$ cat config.mk
export PLATFORM = sky130hd
export DESIGN_NAME = cfg_payload_extract
export DESIGN_NICKNAME = d
export VERILOG_FILES = /design/src/rtl/cfg_payload_extract.sv
export SDC_FILE = /design/constraint.sdc
export NUM_CORES = 1
export LEC_CHECK = 0
export BUFFER_PORTS_ARGS = -buffer_cell sky130_fd_sc_hd__buf_2
export CAP_MARGIN = 0
export CORE_ASPECT_RATIO = 0.6
export CORE_MARGIN = 5
export CORE_UTILIZATION = 55
export DETAILED_ROUTE_END_ITERATION = 6
export GPL_TIMING_DRIVEN = 0
export HOLD_SLACK_MARGIN = 0.15
export PLACE_DENSITY = 0.78
export SLEW_MARGIN = 10
export SYNTH_ARGS = -nofsm -noshare
export SYNTH_HDL_FRONTEND = slang
export SYNTH_SLANG_ARGS = --single-unit
$ cat constraint.sdc
create_clock -name clk -period 3.07 [get_ports clk]
set_clock_uncertainty 0.05 [all_clocks]
set_input_delay 0.307 -clock clk [delete_from_list [all_inputs] [get_ports clk]]
set_output_delay 0.307 -clock clk [all_outputs]
set_load 0.02 [all_outputs]
$ cat src/rtl/cfg_payload_extract.sv
module cfg_payload_extract #(
  parameter int PREFIX_LEN = 15,
  parameter int NUM_FIELDS = 4,
  parameter int FIELD_GAP  = 3,
  parameter int SYNC_LEN   = 4,
  parameter logic [7:0] SYNC_BYTE = 8'hFF,
  parameter int CNT_W      = 32
) (
  input  logic             clk,
  input  logic             rst_n,
  input  logic             in_valid,
  output logic             in_ready,
  input  logic [7:0]       in_data,
  input  logic             in_last,
  output logic             out_valid,
  input  logic             out_ready,
  output logic [7:0]       out_data,
  output logic             out_last,
  output logic             hdr_err,
  output logic             count_valid,
  output logic [CNT_W-1:0] byte_count
);
  localparam int PFX_W  = $clog2(PREFIX_LEN + 1);
  localparam int SKIP_W = (PFX_W > 10) ? PFX_W : 10;
  localparam int FLD_W  = $clog2(NUM_FIELDS + 1);
  localparam int RUN_W  = $clog2(SYNC_LEN + 1);

  typedef enum logic [2:0] {ST_SKIP, ST_LEN, ST_HUNT, ST_FLUSH, ST_PASS} st_t;

  st_t              st;
  logic [SKIP_W-1:0] skip_cnt;
  logic [FLD_W-1:0]  fld_cnt;
  logic [RUN_W-1:0]  run_cnt;
  logic              last_hold;

  wire in_fire    = in_valid && in_ready;
  wire out_fire   = out_valid && out_ready;
  wire is_sync    = in_data == SYNC_BYTE;
  wire file_start = st == ST_SKIP && fld_cnt == '0 && skip_cnt == SKIP_W'(PREFIX_LEN);
  wire [SKIP_W-1:0] skip_load = SKIP_W'(in_data) + SKIP_W'(FIELD_GAP - 1);
  wire [FLD_W-1:0]  fld_next  = fld_cnt + 1'b1;
  wire              fld_done  = fld_next == FLD_W'(NUM_FIELDS);
  wire              skip_done = fld_cnt == FLD_W'(NUM_FIELDS);

  assign in_ready  = (st == ST_PASS) ? out_ready : (st != ST_FLUSH);
  assign out_valid = (st == ST_PASS) ? in_valid  : (st == ST_FLUSH);
  assign out_data  = (st == ST_PASS) ? in_data   : SYNC_BYTE;
  assign out_last  = (st == ST_PASS) ? in_last   : (last_hold && run_cnt == RUN_W'(1));

  always_ff @(posedge clk or negedge rst_n) begin
    if (!rst_n) begin
      st          <= ST_SKIP;
      skip_cnt    <= SKIP_W'(PREFIX_LEN);
      fld_cnt     <= '0;
      run_cnt     <= '0;
      last_hold   <= 1'b0;
      hdr_err     <= 1'b0;
      count_valid <= 1'b0;
      byte_count  <= '0;
    end else begin
      if (in_fire && file_start) begin
        hdr_err     <= 1'b0;
        count_valid <= 1'b0;
        byte_count  <= '0;
      end
      if (out_fire) byte_count <= byte_count + 1'b1;
      if (out_fire && out_last) begin
        count_valid <= 1'b1;
        st          <= ST_SKIP;
        skip_cnt    <= SKIP_W'(PREFIX_LEN);
        fld_cnt     <= '0;
        run_cnt     <= '0;
      end
      case (st)
        ST_SKIP: if (in_fire) begin
          if (in_last) begin
            hdr_err  <= 1'b1;
            skip_cnt <= SKIP_W'(PREFIX_LEN);
            fld_cnt  <= '0;
          end else if (skip_cnt == SKIP_W'(1)) begin
            st <= skip_done ? ST_HUNT : ST_LEN;
          end else begin
            skip_cnt <= skip_cnt - 1'b1;
          end
        end
        ST_LEN: if (in_fire) begin
          if (in_last) begin
            hdr_err  <= 1'b1;
            st       <= ST_SKIP;
            skip_cnt <= SKIP_W'(PREFIX_LEN);
            fld_cnt  <= '0;
          end else begin
            fld_cnt <= fld_next;
            if (skip_load == '0) begin
              st <= fld_done ? ST_HUNT : ST_LEN;
            end else begin
              skip_cnt <= skip_load;
              st       <= ST_SKIP;
            end
          end
        end
        ST_HUNT: if (in_fire) begin
          if (is_sync && run_cnt == RUN_W'(SYNC_LEN - 1)) begin
            st        <= ST_FLUSH;
            run_cnt   <= RUN_W'(SYNC_LEN);
            last_hold <= in_last;
          end else if (in_last) begin
            hdr_err  <= 1'b1;
            st       <= ST_SKIP;
            skip_cnt <= SKIP_W'(PREFIX_LEN);
            fld_cnt  <= '0;
            run_cnt  <= '0;
          end else begin
            run_cnt <= is_sync ? run_cnt + 1'b1 : '0;
          end
        end
        ST_FLUSH: if (out_fire) begin
          run_cnt <= run_cnt - 1'b1;
          if (run_cnt == RUN_W'(1) && !last_hold) st <= ST_PASS;
        end
        default: ;
      endcase
    end
  end
endmodule


Word-level counts from Yosys, hierarchy flattened

Index checks and enable logic that the tools add are counted.

Bits in registers: 54
Bits of input ports: 13
Output and inout port bits: 45
Logic and storage cells: 98

Add/subtract/negate cells: 6
Eq/ne operators: 12
Muxes and demuxes: 55
Reductions and logical operators: 17

Operators with widths:

| cell                  | count |
|---|---|
| $mux 10               | 10 |
| $mux 3                | 23 |
| $mux 32               | 2 |
| $add 32x1->32 const B | 1 |
| $pmux 10 s3           | 1 |
| $pmux 3 s4            | 1 |
| $eq 10x1->1 const B   | 1 |
| $eq 10x4->1 const B   | 1 |
| $logic_not 10->1      | 1 |
| $mux 1                | 10 |
| $sub 10x1->10 const B | 1 |
| $add 8x2->9 const B   | 1 |
| $eq 3x2->1 const B    | 3 |
| $eq 3x3->1 const B    | 3 |
| $logic_and 1x1->1     | 9 |
| $pmux 3 s3            | 1 |
| $eq 8x8->1 const B    | 1 |
| $mux 2                | 4 |
| $mux 8                | 1 |
| $add 3x1->3 const B   | 2 |
| $eq 3x1->1 const B    | 2 |
| $logic_not 3->1       | 2 |
| $pmux 3 s2            | 1 |
| $reduce_bool 2->1     | 2 |
| other kinds (6)       | 6 |

Depth between registers and ports, before layout

Word-level depth: 9
Depth in mapped cells: 8
Gate-level depth less buffers: 7

Worst setup path before layout

Ideal clock, no wire load.

Kind: reg2reg
Start: register skip_cnt[0]
End: register st[1]
Library setup time: 0.070 ns
Arrival time: 2.003 ns
Required time: 2.950 ns
Slack: 0.947 ns
Cell stages (with the launch flop): 7
Buffers on the path: 0
Clock period less this slack: 2.123 ns
Cell sequence: dfstp_2 ha_1 or4b_4 or3_4 or3_1 o21ai_1 nand3b_1

Longest elaborated chain between the ends: 5

RTL lines:

| element                  | line | text |
|---|---|---|
| start: declaration       | 31   | `logic [SKIP_W-1:0] skip_cnt;` |
| start signal: assignment | 53   | `skip_cnt <= SKIP_W'(PREFIX_LEN);` |
| start signal: assignment | 70   | `skip_cnt <= SKIP_W'(PREFIX_LEN);` |
| start signal: assignment | 78   | `skip_cnt <= SKIP_W'(PREFIX_LEN);` |
| $eq 10x1->1              | 80   | `end else if (skip_cnt == SKIP_W'(1)) begin` |
| $mux 3                   | 80   |  |
| $mux 3                   | 76   | `if (in_last) begin` |
| $mux 3                   | 75   | `ST_SKIP: if (in_fire) begin` |
| $pmux 3 s4               | 74   | `case (st)` |
| end signal: assignment   | 81   | `st <= skip_done ? ST_HUNT : ST_LEN;` |
| end signal: assignment   | 95   | `st <= fld_done ? ST_HUNT : ST_LEN;` |
| end: declaration         | 30   | `st_t st;` |

No other way between the ends.
A chain may end at the register's enable or synchronous reset.

Worst setup path after layout

Start: register st[0]
End: output port in_ready

Longest elaborated chain between the ends: 2
Elaborated cells on any way between the ends: 3
Classes of those cells: eq/ne (2); mux (1)

RTL lines:

| element                                         | line | text |
|---|---|---|
| $ne 3x2->1 / $eq 3x3->1 (equally long branches) | 45   | `assign in_ready = (st == ST_PASS) ? out_ready : (st != ST_FLUSH);` |
| $mux 1 (*)                                      | 45   |  |
| end: declaration                                | 12   | `output logic in_ready,` |

Every way passes the cells marked *; elsewhere a longest branch is shown, timed or not.

==> flow_summary_export.csv <==
group,metric,value,unit
pwr,pwr_density_cell,467,mW/mm²
floorplan,die-area,0.00863,mm²
pwr,p_int,1.36,mW
cells_and_area,n_antenna_cell,0,
synth,syn_inst,439,
synth,synth_common_cells,"52 x nand2_1, 50 x dfrtp_1, 33 x nor2_1",
cells_and_area,area_delta_synth_final,14.7,%
placement,gp_congestion,0.989,
detailed_routing,drc,0,
sta,rsz0062_at_grt,"no",
synth,ys_ff_latch,54,
detailed_routing,dr.pass1.iters,5,
pwr,p_leak,1.88,nW
pwr,swShare,32.2,%
global_routing,overflow,0,
detailed_routing,via_per_inst,6.33,
setup_path,endpoint_kind,"primary output",
global_routing,grtUsageMet1,39.8,%
synth,avgSynthCellArea,8.55,µm²
placement,preCtsSetupSlack,506,ps
pwr,power.share.sequential,44.2,%
detailed_routing,drt_iter0_drc,389,
global_routing,grt_pass1_vias,3284,
sta,layout_setup_ws,361,ps
placement,numPortBuffers,53,
detailed_routing,vias,3721,
pwr,power_frac_comb,24.0,%
floorplan,die_x,117,µm
synth,synth_most_common_cell,"nand2_1",
clock_tree,ctsResizeCount,0,
pwr,switchingPower,0.648,mW
sta,worst_slew_pin_slew,1070,ps
synth,synth_area_leader_cell,"dfrtp_1",
synth,post_synth_num_cell_types,70,
global_routing,busiest_layer,"met1",
cells_and_area,nets,525,
global_routing,antenna_found_initial,0,
setup_path,startpoint_type,"flop",
placement,hpwl,8100,µm
synth,synth.top_cell.area_share,33.3,%
sta,hold_viol,0,
outcome,status,"complete, no violations",
sta,setup_viol,0,
floorplan,core,0.00665,mm²
synth,synth-edff-count,0,
floorplan,start_util,56.4,%
clock_tree,path_clk_slew,60,ps
setup_path,crit_buf_inv,2,
pwr,ir_drop,0.466,mV
setup_path,critical_path.cell_chain,"buf_6, nor3b_1, a21boi_0, buf_2",
setup_path,slowest_delay,830,ps
setup_path,cp_data_arrival_time,2350,ps
cells_and_area,drive_above_1_share,18.2,%
synth,ys.flop_type,"dfrtp_1",
synth,ys_async_sr_fraction,100,%
global_routing,met2_usage,33.0,%
detailed_routing,routed_wl,10600,µm
floorplan,ios,58,
run,cap_violations,0,
synth,netlist_area,0.00375,mm²
synth,synth_nets,464,
sta,fmax,369,MHz
synth,synth_seq_area_share,36.1,%
global_routing,grtUsageTotal,25.2,%
global_routing,grtUsageMet3,8.70,%
cells_and_area,fin_cells,588,
clock_tree,cts_buffer_depth,2,
sta,finalCritPeriodShare,88.2,%
detailed_routing,wire_per_inst,18.1,µm
sta,min_period,2710,ps
clock_tree,root_buffer,"clkbuf_16",
pwr,p_total,2.01,mW
clock_tree,cts_tree,"built",
placement,dp.cells,579,
global_routing,grt_max_degree,55,
pwr,p_clk_share,31.9,%
sta,tns,0,ps
sta,relSlewSlack,27.7,%
detailed_routing,antenna_left,0,
clock_tree,cts_buffers,5,
setup_path,path_max_fanout,10,
floorplan,die_h,74.0,µm
synth,synth_warnings,0,
cells_and_area,nFillCells,589,
floorplan,std_cell_rows,23,
setup_path,critPathRequiredTime,2710,ps
global_routing,grt_pass1_wl,17000,µm
worst_hold_path,min_path_type,"input port to flop",
clock_tree,clock_sinks,54,
setup_path,worstSetupPathType,"flop to primary output",
clock_tree,clk_latency,290,ps
setup_path,slowest_stage,"nor3b_1",
synth,yosys-top-cells-area,"dfrtp_1 33%, nand2_1 5.2%, nand3_1 4.1%",
setup_path,cp_top_family,"simple AND/OR/NAND/NOR gates",
clock_tree,htree_levels,2,
sta,maxSlewViolCount,0,
-- metrics by stage --
stage               hold WS [ps]  area (µm²)  utilization, %
floorplan                  -38.6        3750               -
global placement             410        4130            62.1
CTS                          254        4290            64.6
global route                 429        4310            64.8
finish                       411        4310            64.8
detailed placement           413        4130            62.1
-- cell type report --
type                            count  area (µm²)  share of cell area (%)
Buffer                             22         105                    2.44
Clock buffer                        6         129                    2.99
Clock inverter                      2        37.5                   0.872
Inverter                           18        67.6                    1.57
Multi-Input combinational cell    345        2220                    51.6
Sequential cell                    54        1360                    31.5
Tap cell                           87         109                    2.53
Timing Repair Buffer               54         278                    6.45
-- kinds of logic (layout without fill, tap and decap cells) --
kind of cell / Yosys count / in the layout / synth area share, %
muxes: 10 / 10 / 2.73
buffers and inverters: 40 / 102 / 4.60
and+or+nand+nor: 200 / 200 / 28.3
DFF: 54 / 54 / 36.1
adders and majority gates: 12 / 12 / 4.00
xor gates and xnor gates: 11 / 11 / 2.57
AOI/OAI and AO/OA: 112 / 112 / 21.6
-- sequential cells by signal, indices dropped and copies added, names as in the netlist --
register,flops
count_valid,1
byte_count,32
skip_cnt,10
st,3
last_hold,1
run_cnt,3
fld_cnt,3
hdr_err,1
-- worst min-delay path, delay by kind of cell --
kind                   cells  cell delay (ps)
AOI/OAI and AO/OA          1              110
buffers and inverters      1              160
and+or+nand+nor            1              160
-- power groups by stage --
stage | registers (mW) | clock network [mW] | logic, mW
2_1_floorplan | 0.904 | 0 | 0.311
3_3_place_gp | 0.893 | 0 | 0.461
3_5_place_dp | 0.898 | 0 | 0.472
4_1_cts | 0.885 | 0.653 | 0.475
5_1_grt | 0.902 | 0.684 | 0.532
6_report | 0.888 | 0.641 | 0.481
-- routing by layer --
layer	routed length, µm	share of wire, %
met1	5160	49
met2	4220	40
met3	1140	11
met4	106	1.0
met5	0	0
-- timing repair --
action | 4_1_cts | 5_1_grt
setup endpoints to repair | 0 | 0
hold endpoints to repair | 0 | 50
setup buffers | 0 | 0
hold buffers | 0 | 1
-- path summary, 6_finish.rpt --
path                             startpoint           to  slack, ps  cells past startpoint
worst max register to register  skip_cnt[0]  skip_cnt[5]        490                      6
worst min register to register  count_valid  count_valid        430                      2
worst max-delay path                  st[0]     in_ready        360                      4
worst min-delay path             in_data[1]  skip_cnt[1]        410                      3
min in group asynchronous             rst_n  skip_cnt[6]        550                      2
max in group asynchronous             rst_n      hdr_err       1950                      2
-- cell usage in the layout, fill, tap and decap left out, drive strengths merged, types with 3 or more instances in the layout --
cell / count
nor4: 8
dfstp: 4
or2b: 4
nand2b: 6
nor3: 12
nand3: 31
and4: 3
nor3b: 3
nand4: 14
nand3b: 5
buf: 61
nand2: 52
o32ai: 3
a21oi: 13
xnor2: 5
ha: 12
a211oi: 4
or3: 5
a22o: 3
mux2i: 8
o21ai: 28
a31oi: 10
o31ai: 9
nor2: 33
o311ai: 4
o211ai: 11
and2: 4
and3: 6
inv: 18
o21a: 3
dfrtp: 50
xor2: 6
o2111ai: 3
clkbuf: 20
Note: power is estimated with default switching activity, not from simulation.
